==> config.mk <==
export PLATFORM = sky130hd
export DESIGN_NAME = rst_agg_ctrl
export DESIGN_NICKNAME = d
export VERILOG_FILES = /design/src/rtl/rst_agg_pkg.sv /design/src/rtl/rst_agg_swcnt.sv /design/src/rtl/rst_agg_regs.sv /design/src/rtl/rst_agg_seq.sv /design/src/rtl/rst_agg_ctrl.sv
export SDC_FILE = /design/constraint.sdc
export NUM_CORES = 1
export LEC_CHECK = 0
export ABC_AREA = 1
export CAP_MARGIN = 5
export CORE_UTILIZATION = 50
export CTS_BUF_LIST = sky130_fd_sc_hd__clkbuf_8
export CTS_CLUSTER_DIAMETER = 30
export DETAILED_ROUTE_END_ITERATION = 6
export PLACE_DENSITY_LB_ADDON = 0.1
export SYNTH_ARGS = -nofsm -noshare
export SYNTH_HDL_FRONTEND = slang
export SYNTH_SLANG_ARGS = --single-unit
==> constraint.sdc <==
create_clock -name clk -period 1.7 [get_ports clk]
set_input_delay 0.34 -clock clk [delete_from_list [all_inputs] [get_ports clk]]
set_output_delay 0.34 -clock clk [all_outputs]
set_load 0.01 [all_outputs]
==> src/rtl/rst_agg_pkg.sv <==
package rst_agg_pkg;
  localparam int DW = 32;
  // bits that exist in the per-source registers
  localparam logic [DW-1:0] IMPL_MASK = 32'hC10F_0F33;
  // bits driven from external request pins (8..11 tied off, 31 is software)
  localparam logic [DW-1:0] PIN_MASK  = 32'h410F_0033;
  localparam int SW_BIT = 31;
  localparam logic [2:0] W_CAUSE  = 3'd0;
  localparam logic [2:0] W_STATUS = 3'd1;
  localparam logic [2:0] W_HOLD   = 3'd2;
  localparam logic [2:0] W_ENABLE = 3'd3;
  localparam logic [2:0] W_TYPE   = 3'd4;
  localparam logic [2:0] W_COUNT  = 3'd7;
  typedef enum logic [1:0] {S_IDLE, S_PULSE, S_HOLD} seq_state_t;
endpackage

==> src/rtl/rst_agg_swcnt.sv <==
module rst_agg_swcnt
  import rst_agg_pkg::*;
(
  input  logic          clk,
  input  logic          rst,
  input  logic          tick,
  input  logic          wr,
  input  logic [DW-1:0] wdata,
  output logic [DW-1:0] count,
  output logic          req
);
  always_ff @(posedge clk) begin
    if (rst) count <= '0;
    else if (wr) count <= wdata;
    else if (tick && count != '0) count <= count - 1'b1;
  end

  assign req = (count == DW'(2));
endmodule

==> src/rtl/rst_agg_regs.sv <==
module rst_agg_regs
  import rst_agg_pkg::*;
#(
  parameter int ADDR_W = 5
) (
  input  logic              clk,
  input  logic              rst,
  input  logic              sel,
  input  logic              wr,
  input  logic [ADDR_W-1:0] addr,
  input  logic [DW-1:0]     wdata,
  input  logic [DW-1:0]     live,
  input  logic [DW-1:0]     set_flags,
  input  logic [DW-1:0]     count,
  output logic              count_wr,
  output logic [DW-1:0]     rdata,
  output logic [DW-1:0]     en_q,
  output logic [DW-1:0]     hold_q,
  output logic [DW-1:0]     type_q,
  output logic [DW-1:0]     cause_q
);
  logic [2:0]    widx;
  logic          wr_en;
  logic [DW-1:0] clr;
  logic [DW-1:0] rd_mux;

  assign widx     = addr[ADDR_W-1:2];
  assign wr_en    = sel && wr;
  assign count_wr = wr_en && (widx == W_COUNT);
  assign clr      = (wr_en && widx == W_CAUSE) ? wdata : '0;

  always_ff @(posedge clk) begin
    if (rst) begin
      en_q    <= IMPL_MASK;
      hold_q  <= IMPL_MASK;
      type_q  <= IMPL_MASK;
      cause_q <= '0;
    end else begin
      cause_q <= ((cause_q & ~clr) | set_flags) & IMPL_MASK;
      if (wr_en && widx == W_HOLD)   hold_q <= wdata & IMPL_MASK;
      if (wr_en && widx == W_ENABLE) en_q   <= wdata & IMPL_MASK;
      if (wr_en && widx == W_TYPE)   type_q <= wdata & IMPL_MASK;
    end
  end

  always_comb begin
    case (widx)
      W_CAUSE:  rd_mux = cause_q;
      W_STATUS: rd_mux = live;
      W_HOLD:   rd_mux = hold_q;
      W_ENABLE: rd_mux = en_q;
      W_TYPE:   rd_mux = type_q;
      W_COUNT:  rd_mux = count;
      default:  rd_mux = '0;
    endcase
  end

  always_ff @(posedge clk) begin
    if (rst) rdata <= '0;
    else if (sel && !wr) rdata <= rd_mux;
  end
endmodule

==> src/rtl/rst_agg_seq.sv <==
module rst_agg_seq
  import rst_agg_pkg::*;
#(
  parameter int MIN_PULSE = 16
) (
  input  logic          clk,
  input  logic          rst,
  input  logic [DW-1:0] act_en,
  input  logic [DW-1:0] hold_v,
  input  logic [DW-1:0] type_v,
  output logic [DW-1:0] set_flags,
  output logic          sys_rst_o,
  output logic          rst_hot_o
);
  localparam int PCW = $clog2(MIN_PULSE + 1);
  localparam logic [PCW-1:0] PLOAD = PCW'(MIN_PULSE - 1);

  seq_state_t     state;
  logic [PCW-1:0] pcnt;
  logic [DW-1:0]  prev_q;
  logic           fire;
  logic           held;

  assign held      = |(act_en & hold_v);
  assign fire      = (state == S_IDLE) && |(act_en & ~prev_q);
  assign set_flags = fire ? act_en : '0;

  always_ff @(posedge clk) begin
    if (rst) begin
      state     <= S_IDLE;
      pcnt      <= '0;
      prev_q    <= '0;
      sys_rst_o <= 1'b0;
      rst_hot_o <= 1'b0;
    end else begin
      prev_q <= act_en;
      case (state)
        S_IDLE: if (fire) begin
          state     <= S_PULSE;
          pcnt      <= PLOAD;
          sys_rst_o <= 1'b1;
          rst_hot_o <= ((act_en & ~type_v) == '0);
        end
        S_PULSE: begin
          if (pcnt != '0) pcnt <= pcnt - 1'b1;
          else if (held) state <= S_HOLD;
          else begin
            state     <= S_IDLE;
            sys_rst_o <= 1'b0;
          end
        end
        default: if (!held) begin
          state     <= S_IDLE;
          sys_rst_o <= 1'b0;
        end
      endcase
    end
  end
endmodule

==> src/rtl/rst_agg_ctrl.sv <==
module rst_agg_ctrl
  import rst_agg_pkg::*;
#(
  parameter int ADDR_W    = 5,
  parameter int MIN_PULSE = 16
) (
  input  logic              clk,
  input  logic              rst,
  input  logic              cnt_tick,
  input  logic [DW-1:0]     src_req,
  input  logic              bus_sel,
  input  logic              bus_wr,
  input  logic [ADDR_W-1:0] bus_addr,
  input  logic [DW-1:0]     bus_wdata,
  output logic [DW-1:0]     bus_rdata,
  output logic              sys_rst_o,
  output logic              rst_hot_o
);
  logic [DW-1:0] live_w, en_w, hold_w, typ_w, cause_w, cnt_w, setf_w;
  logic          cnt_wr_w, sw_req_w;

  always_comb begin
    live_w         = src_req & PIN_MASK;
    live_w[SW_BIT] = sw_req_w;
  end

  rst_agg_swcnt u_cnt (
    .clk(clk), .rst(rst), .tick(cnt_tick), .wr(cnt_wr_w),
    .wdata(bus_wdata), .count(cnt_w), .req(sw_req_w)
  );

  rst_agg_regs #(.ADDR_W(ADDR_W)) u_regs (
    .clk(clk), .rst(rst), .sel(bus_sel), .wr(bus_wr), .addr(bus_addr),
    .wdata(bus_wdata), .live(live_w), .set_flags(setf_w), .count(cnt_w),
    .count_wr(cnt_wr_w), .rdata(bus_rdata), .en_q(en_w), .hold_q(hold_w),
    .type_q(typ_w), .cause_q(cause_w)
  );

  rst_agg_seq #(.MIN_PULSE(MIN_PULSE)) u_seq (
    .clk(clk), .rst(rst), .act_en(live_w & en_w), .hold_v(hold_w),
    .type_v(typ_w), .set_flags(setf_w), .sys_rst_o(sys_rst_o),
    .rst_hot_o(rst_hot_o)
  );
endmodule

After elaboration in Yosys (flattened, before gate mapping)
Index checks and enable logic that the tools add are counted.
{"block": "word_totals", "register_bits": 182, "latchBits": 0, "ram_bits": 0, "romBits": 0, "out_inout_bits": 34, "elab_cells": 74, "n_memories": 0}
{"block": "classes", "add_sub_neg": 2, "multipliers": 0, "div": 0, "magnitude_cmp": 0, "n_eq_ne": 11, "n_shift": 0, "muxes": 17, "n_bitwise": 9, "n_reduce_logical": 23}
{"operator": "$pmux W32 S6", "count": 1}
{"operator": "$and A32 B32 Y32", "count": 5}
{"operator": "$mux W32", "count": 4}
{"operator": "$not A32 Y32", "count": 3}
{"operator": "$reduce_or A32 Y1", "count": 2}
{"operator": "$eq A32 B2 Y1 const B", "count": 1}
{"operator": "$logic_not A32 Y1", "count": 1}
{"operator": "$or A32 B32 Y32", "count": 1}
{"operator": "$reduce_bool A32 Y1", "count": 1}
{"operator": "$sub A32 B1 Y32 const B", "count": 1}
{"operator": "$mux W5", "count": 2}
{"operator": "$pmux W5 S2", "count": 1}
{"operator": "$logic_and A1 B1 Y1", "count": 9}
{"operator": "$mux W2", "count": 4}
{"operator": "$eq A3 B2 Y1 const B", "count": 2}
{"operator": "$eq A3 B3 Y1 const B", "count": 2}
{"operator": "$reduce_and A3 Y1", "count": 2}
{"operator": "$reduce_bool A5 Y1", "count": 1}
{"operator": "$sub A5 B1 Y5 const B", "count": 1}
{"operator": "$ne A2 B1 Y1 const B", "count": 2}
{"operator": "$pmux W2 S2", "count": 1}
{"operator": "$reduce_and A2 Y1", "count": 2}
{"operator": "$reduce_bool A2 Y1", "count": 2}
{"operator": "$eq A3 B1 Y1 const B", "count": 1}
{"operator": "8 further kinds", "count": 10}

Longest topological paths before layout
{"block": "logic_depth", "ltp_word": 7, "mapped_depth": 13, "mapped_depth_nobuf": 13}

By module
Synthesis repeated with hierarchy kept, for this count alone.
{"block": "unflattened", "cells_unflattened": 1536, "hier_area_um2": 9889.5}
{"mod": "rst_agg_regs", "instances": 1, "cells_per_inst": 698, "area_each_um2": 5047.3, "seq_area_each_um2": 1841.8}
{"mod": "rst_agg_swcnt", "instances": 1, "cells_per_inst": 414, "area_each_um2": 2444.8, "seq_area_each_um2": 640.6}
{"mod": "rst_agg_seq", "instances": 1, "cells_per_inst": 401, "area_each_um2": 2311.0, "seq_area_each_um2": 820.8}
{"mod": "rst_agg_ctrl", "instances": 1, "cells_per_inst": 23, "area_each_um2": 86.3, "seq_area_each_um2": 0.0}

Worst setup path before layout
Ideal clock, no wire load.
{"block": "synth_timing", "path_kind": "register to register", "startpoint": "register u_cnt.count[0]", "endpoint": "register u_cnt.count[26]", "setup_ps": 128, "arrival_time_ps": 1513, "required_time_ps": 1572, "slack_ps": 60, "stages_incl_launch_ff": 11, "path_cell_list": "dfxtp_1 inv_1 ha_1 nand2_1 nor2_4 nand3_1 nor3_1 xor2_1 nor2_1 nor2_1 nor2_1"}
{"block": "synth_via", "elab_chain_len": 3, "elab_cells_between_ends": 6}
{"element": "start: declaration", "line_no": "rst_agg_swcnt.sv:9", "rtl": "output logic [DW-1:0] count,"}
{"element": "start signal: assignment", "line_no": "rst_agg_swcnt.sv:14", "rtl": "else if (wr) count <= wdata;"}
{"element": "start signal: assignment", "line_no": "rst_agg_swcnt.sv:15", "rtl": "else if (tick && count != '0) count <= count - 1'b1;"}
{"element": "$sub A32 B1 Y32 or $reduce_bool A32 Y1 (tied branches)", "line_no": "rst_agg_swcnt.sv:15"}
{"element": "$mux W32 or $logic_and A1 B1 Y1 (tied branches)", "line_no": "rst_agg_swcnt.sv:15"}
{"element": "$mux W32 or $reduce_bool A2 Y1 (tied branches)"}
Several ways; a longest one is shown, not always the timed one. The select of a mux whose other input is x is not followed.
A chain may end at the register's enable or synchronous reset.

Worst setup path after layout
{"block": "layout_timing", "startpoint": "register u_cnt.count[4]", "endpoint": "register u_cnt.count[9]"}
Same word-level chain as after synthesis.

==> flow_summary.ini <==
[finish]
layout-drive-gt1-share_pct = 26.7
seqCellArea_um2 = 2900
area_delta_synth_final_pct = 47.2
fin_area_um2 = 10400
n_antenna_cell = 0
utilization_pct = 75.2
fill_cells = 1054
fin_cells = 1446
multi_input_area_um2 = 4110
finalNetCount = 1332

[clocking]
cts_tree = built
cts_root_buf = clkbuf_8
cts_max_path_buffers = 2
numCtsBuffers = 17
htreeDepth = 4
clock_sinks = 144
clk_latency_ns = 0.47
cts.reportedPaths.clkPinSlew_ns = 0.08
ctsHoldBuffers = 0

[timing]
maxSlewViolCount = 0
period_needed_ns = 1.79
hold_ws_ns = 0.339
setup_viol = 26
setup_slack_ns = -0.0925
hold_viol_final = 0
fin_tns_setup_ns = -0.821
max_freq_mhz = 558
rsz0062_at_grt = true
tightest_slew_ns = 0.409
clock_skew_ns = 0.0114
fin_crit_sh_pct = 105
slew_headroom_pct = 72.5

[status]
violations = negative setup slack
outcome = complete, but fails checks

[grt]
grt_max_degree = 59
grt_pass1_vias = 7333
antenna_found_initial = 0
grt_pass1_wl_mm = 36.9
grtUsageTotal_pct = 33.0
globalRouteOverflowTotal = 0

[worst_hold_path]
hold_path_class = in2reg
min_delay_path_depth = 3

[worst_setup_path]
critPathSlowestCell = dfxtp_1
reg2reg_depth = 10
crit_family = simple AND/OR/NAND/NOR gates
worst-path-max-fanout = 6
worst-path-buf-inv = 3
crit_type = reg2reg
worstPathArrival_ns = 2.19
path_depth = 10
cp-end-kind = flip-flop
max_stage_delay_ns = 0.32
required_ns = 2.09
start_kind = flip-flop
crit_top_cell = buf_4
path_cells = buf_4 -> nor2_4 -> nand2_1 -> nor2_2 -> nand3_4 -> buf_4 -> buf_4 -> o21ai_0 -> nand2_1 -> a21oi_1

[job]
maxCapViolations = 0

[synth]
synth-edff-count = 0
yosysSeqAreaShare_pct = 40.8
synth_adder_area_share_pct = 0.885
syn_inst = 1028
ys_async_sr_fraction_pct = 0
synthMuxAreaShare_pct = 0
synth_xor_area_share_pct = 1.74
yosys.area.top_type = dfxtp_1
yosysWarnings = 0
syn_nets = 1107
synth_top_area_share_pct = 40.8
synth.distinct_cells = 44
yosys-top-cells-area = dfxtp_1 41%, nand2_1 14%, nor2_1 7.3%, a21oi_1 6.3%, o21ai_0 5.9%
avgSynthCellArea_um2 = 6.87
synth_seq_cells = 144
synth_flop_cell = dfxtp_1
synth_top_family_by_area = simple AND/OR/NAND/NOR gates
yosys.area_share.simple_pct = 29.8
synth-compound-area-share_pct = 19.3
syn-cell-area_um2 = 7070

[die]
fp.dieH_um = 121
die_x_um = 121
start_util_pct = 51.1
ioPinCount = 108
dieArea_um2 = 14600
coreArea_um2 = 13800
rows = 43

[power]
p_per_area_nw_per_um2 = 1770
cellLeakagePower_nw = 4.97
vdd_drop_max_mv = 0.842
power_mw = 18.4

[placed_design]
placed_area_um2 = 9200
numPortBuffers = 83
dp_cells = 1400
pre_cts_ws_ns = -0.409
place.gp.congestion = 0.991
post-dp-hpwl_mm = 16.8

[route]
dr.first_iter.drc_count = 606
via_count = 8002
viasPerCell = 5.53
first_pass_iters = 5
ant_nets = 0
routed_wirelength_mm = 25.0
wl_per_cell_um = 17.3
drcViolationCount = 0
area by class of cell:
cell class                 instances  area share (%)
multi-input combinational        751            39.5
sequential                       144            27.9
timing repair buffer             250            22.1
inverter                          89            3.33
clock buffer                      20            2.65
clock inverter                    12            2.29
tap                              180            2.17
synth_stat cells (all sizes together), types with 3 or more instances:
library cell  number
a21oi             89
buf                9
clkbuf            35
dfxtp            144
ha                 5
inv               87
nand2            268
nand3             70
nand4             10
nor2             145
nor3               3
o2111ai            9
o211ai            15
o21ai             88
o22ai              7
o31ai             10
or2                5
xnor2              4
xor2              10
path summary, 6_finish.rpt:
check                    start                 to  slack [ns]
max             u_cnt.count[4]     u_cnt.count[9]       -0.09
min                        rst    u_cnt.count[29]        0.34
max reg2reg     u_cnt.count[4]     u_cnt.count[9]       -0.09
min reg2reg  u_regs.cause_q[9]  u_regs.cause_q[9]        0.45
per-layer routing:
metal	global-route usage (%)	part of all wire, %	vias to the layer above
li1	-	-	3835
met1	40.8	41	3715
met2	55.8	48	367
met3	6.16	6.9	85
met4	14.2	4.2	0
met5	0	0	-
flip-flops by register name, summed over array words and instances, names as in the netlist:
signal and count:
u_cnt.count 32, u_seq.pcnt 5, u_regs.type_q 15, u_seq.prev_q 11, u_seq.rst_hot_o 1, u_seq.sys_rst_o 1
u_regs.en_q 15, u_seq.state 2, u_regs.hold_q 15, u_regs.cause_q 15, u_regs.rdata 32
worst register-to-register path: stages, from the launching register on:
cell and delay (ns):
dfxtp_1 0.32, buf_4 0.15, nor2_4 0.09, nand2_1 0.07
nor2_2 0.16, nand3_4 0.15, buf_4 0.17, buf_4 0.13
o21ai_0 0.25, nand2_1 0.09, a21oi_1 0.14
repair_timing:
action / 4_1_cts / 5_1_grt
setup endpoints to repair: 55 / 73
resized for setup: 44 / 152
setup buffers: 2 / 11
pin swaps: 6 / 53
cloned: 0 / 1
power breakdown:
group          internal (mW)  total [mW]  switching (mW)
registers               3.92        4.37           0.448
logic                   4.66        10.5            5.89
clock network           2.15        3.52            1.37
cells in the final DEF (no fill, tap or decap), types with 11 or more instances in the layout:
| master | n |
|---|---|
| nor2_4 | 25 |
| o211ai_1 | 15 |
| nor2_2 | 18 |
| a21oi_1 | 82 |
| clkdlybuf4s50_1 | 57 |
| dfxtp_1 | 129 |
| inv_1 | 81 |
| o21ai_0 | 66 |
| dlymetal6s2s_1 | 19 |
| nand2_1 | 246 |
| o21ai_2 | 12 |
| nand2_2 | 16 |
| dfxtp_2 | 15 |
| nand3_1 | 57 |
| nor2_1 | 102 |
| buf_4 | 145 |
| clkbuf_8 | 20 |
| buf_6 | 11 |
logic make-up (layout without fill, tap and decap cells):
logic type | count (synthesis) | after routing
AOI/OAI and AO/OA | 230 | 230
xor gates and xnor gates | 14 | 14
adders and majority gates | 5 | 5
buffers and inverters | 133 | 371
DFF | 144 | 144
and+or+nand+nor | 502 | 502
No activity file was read; power rests on OpenSTA's default activity.
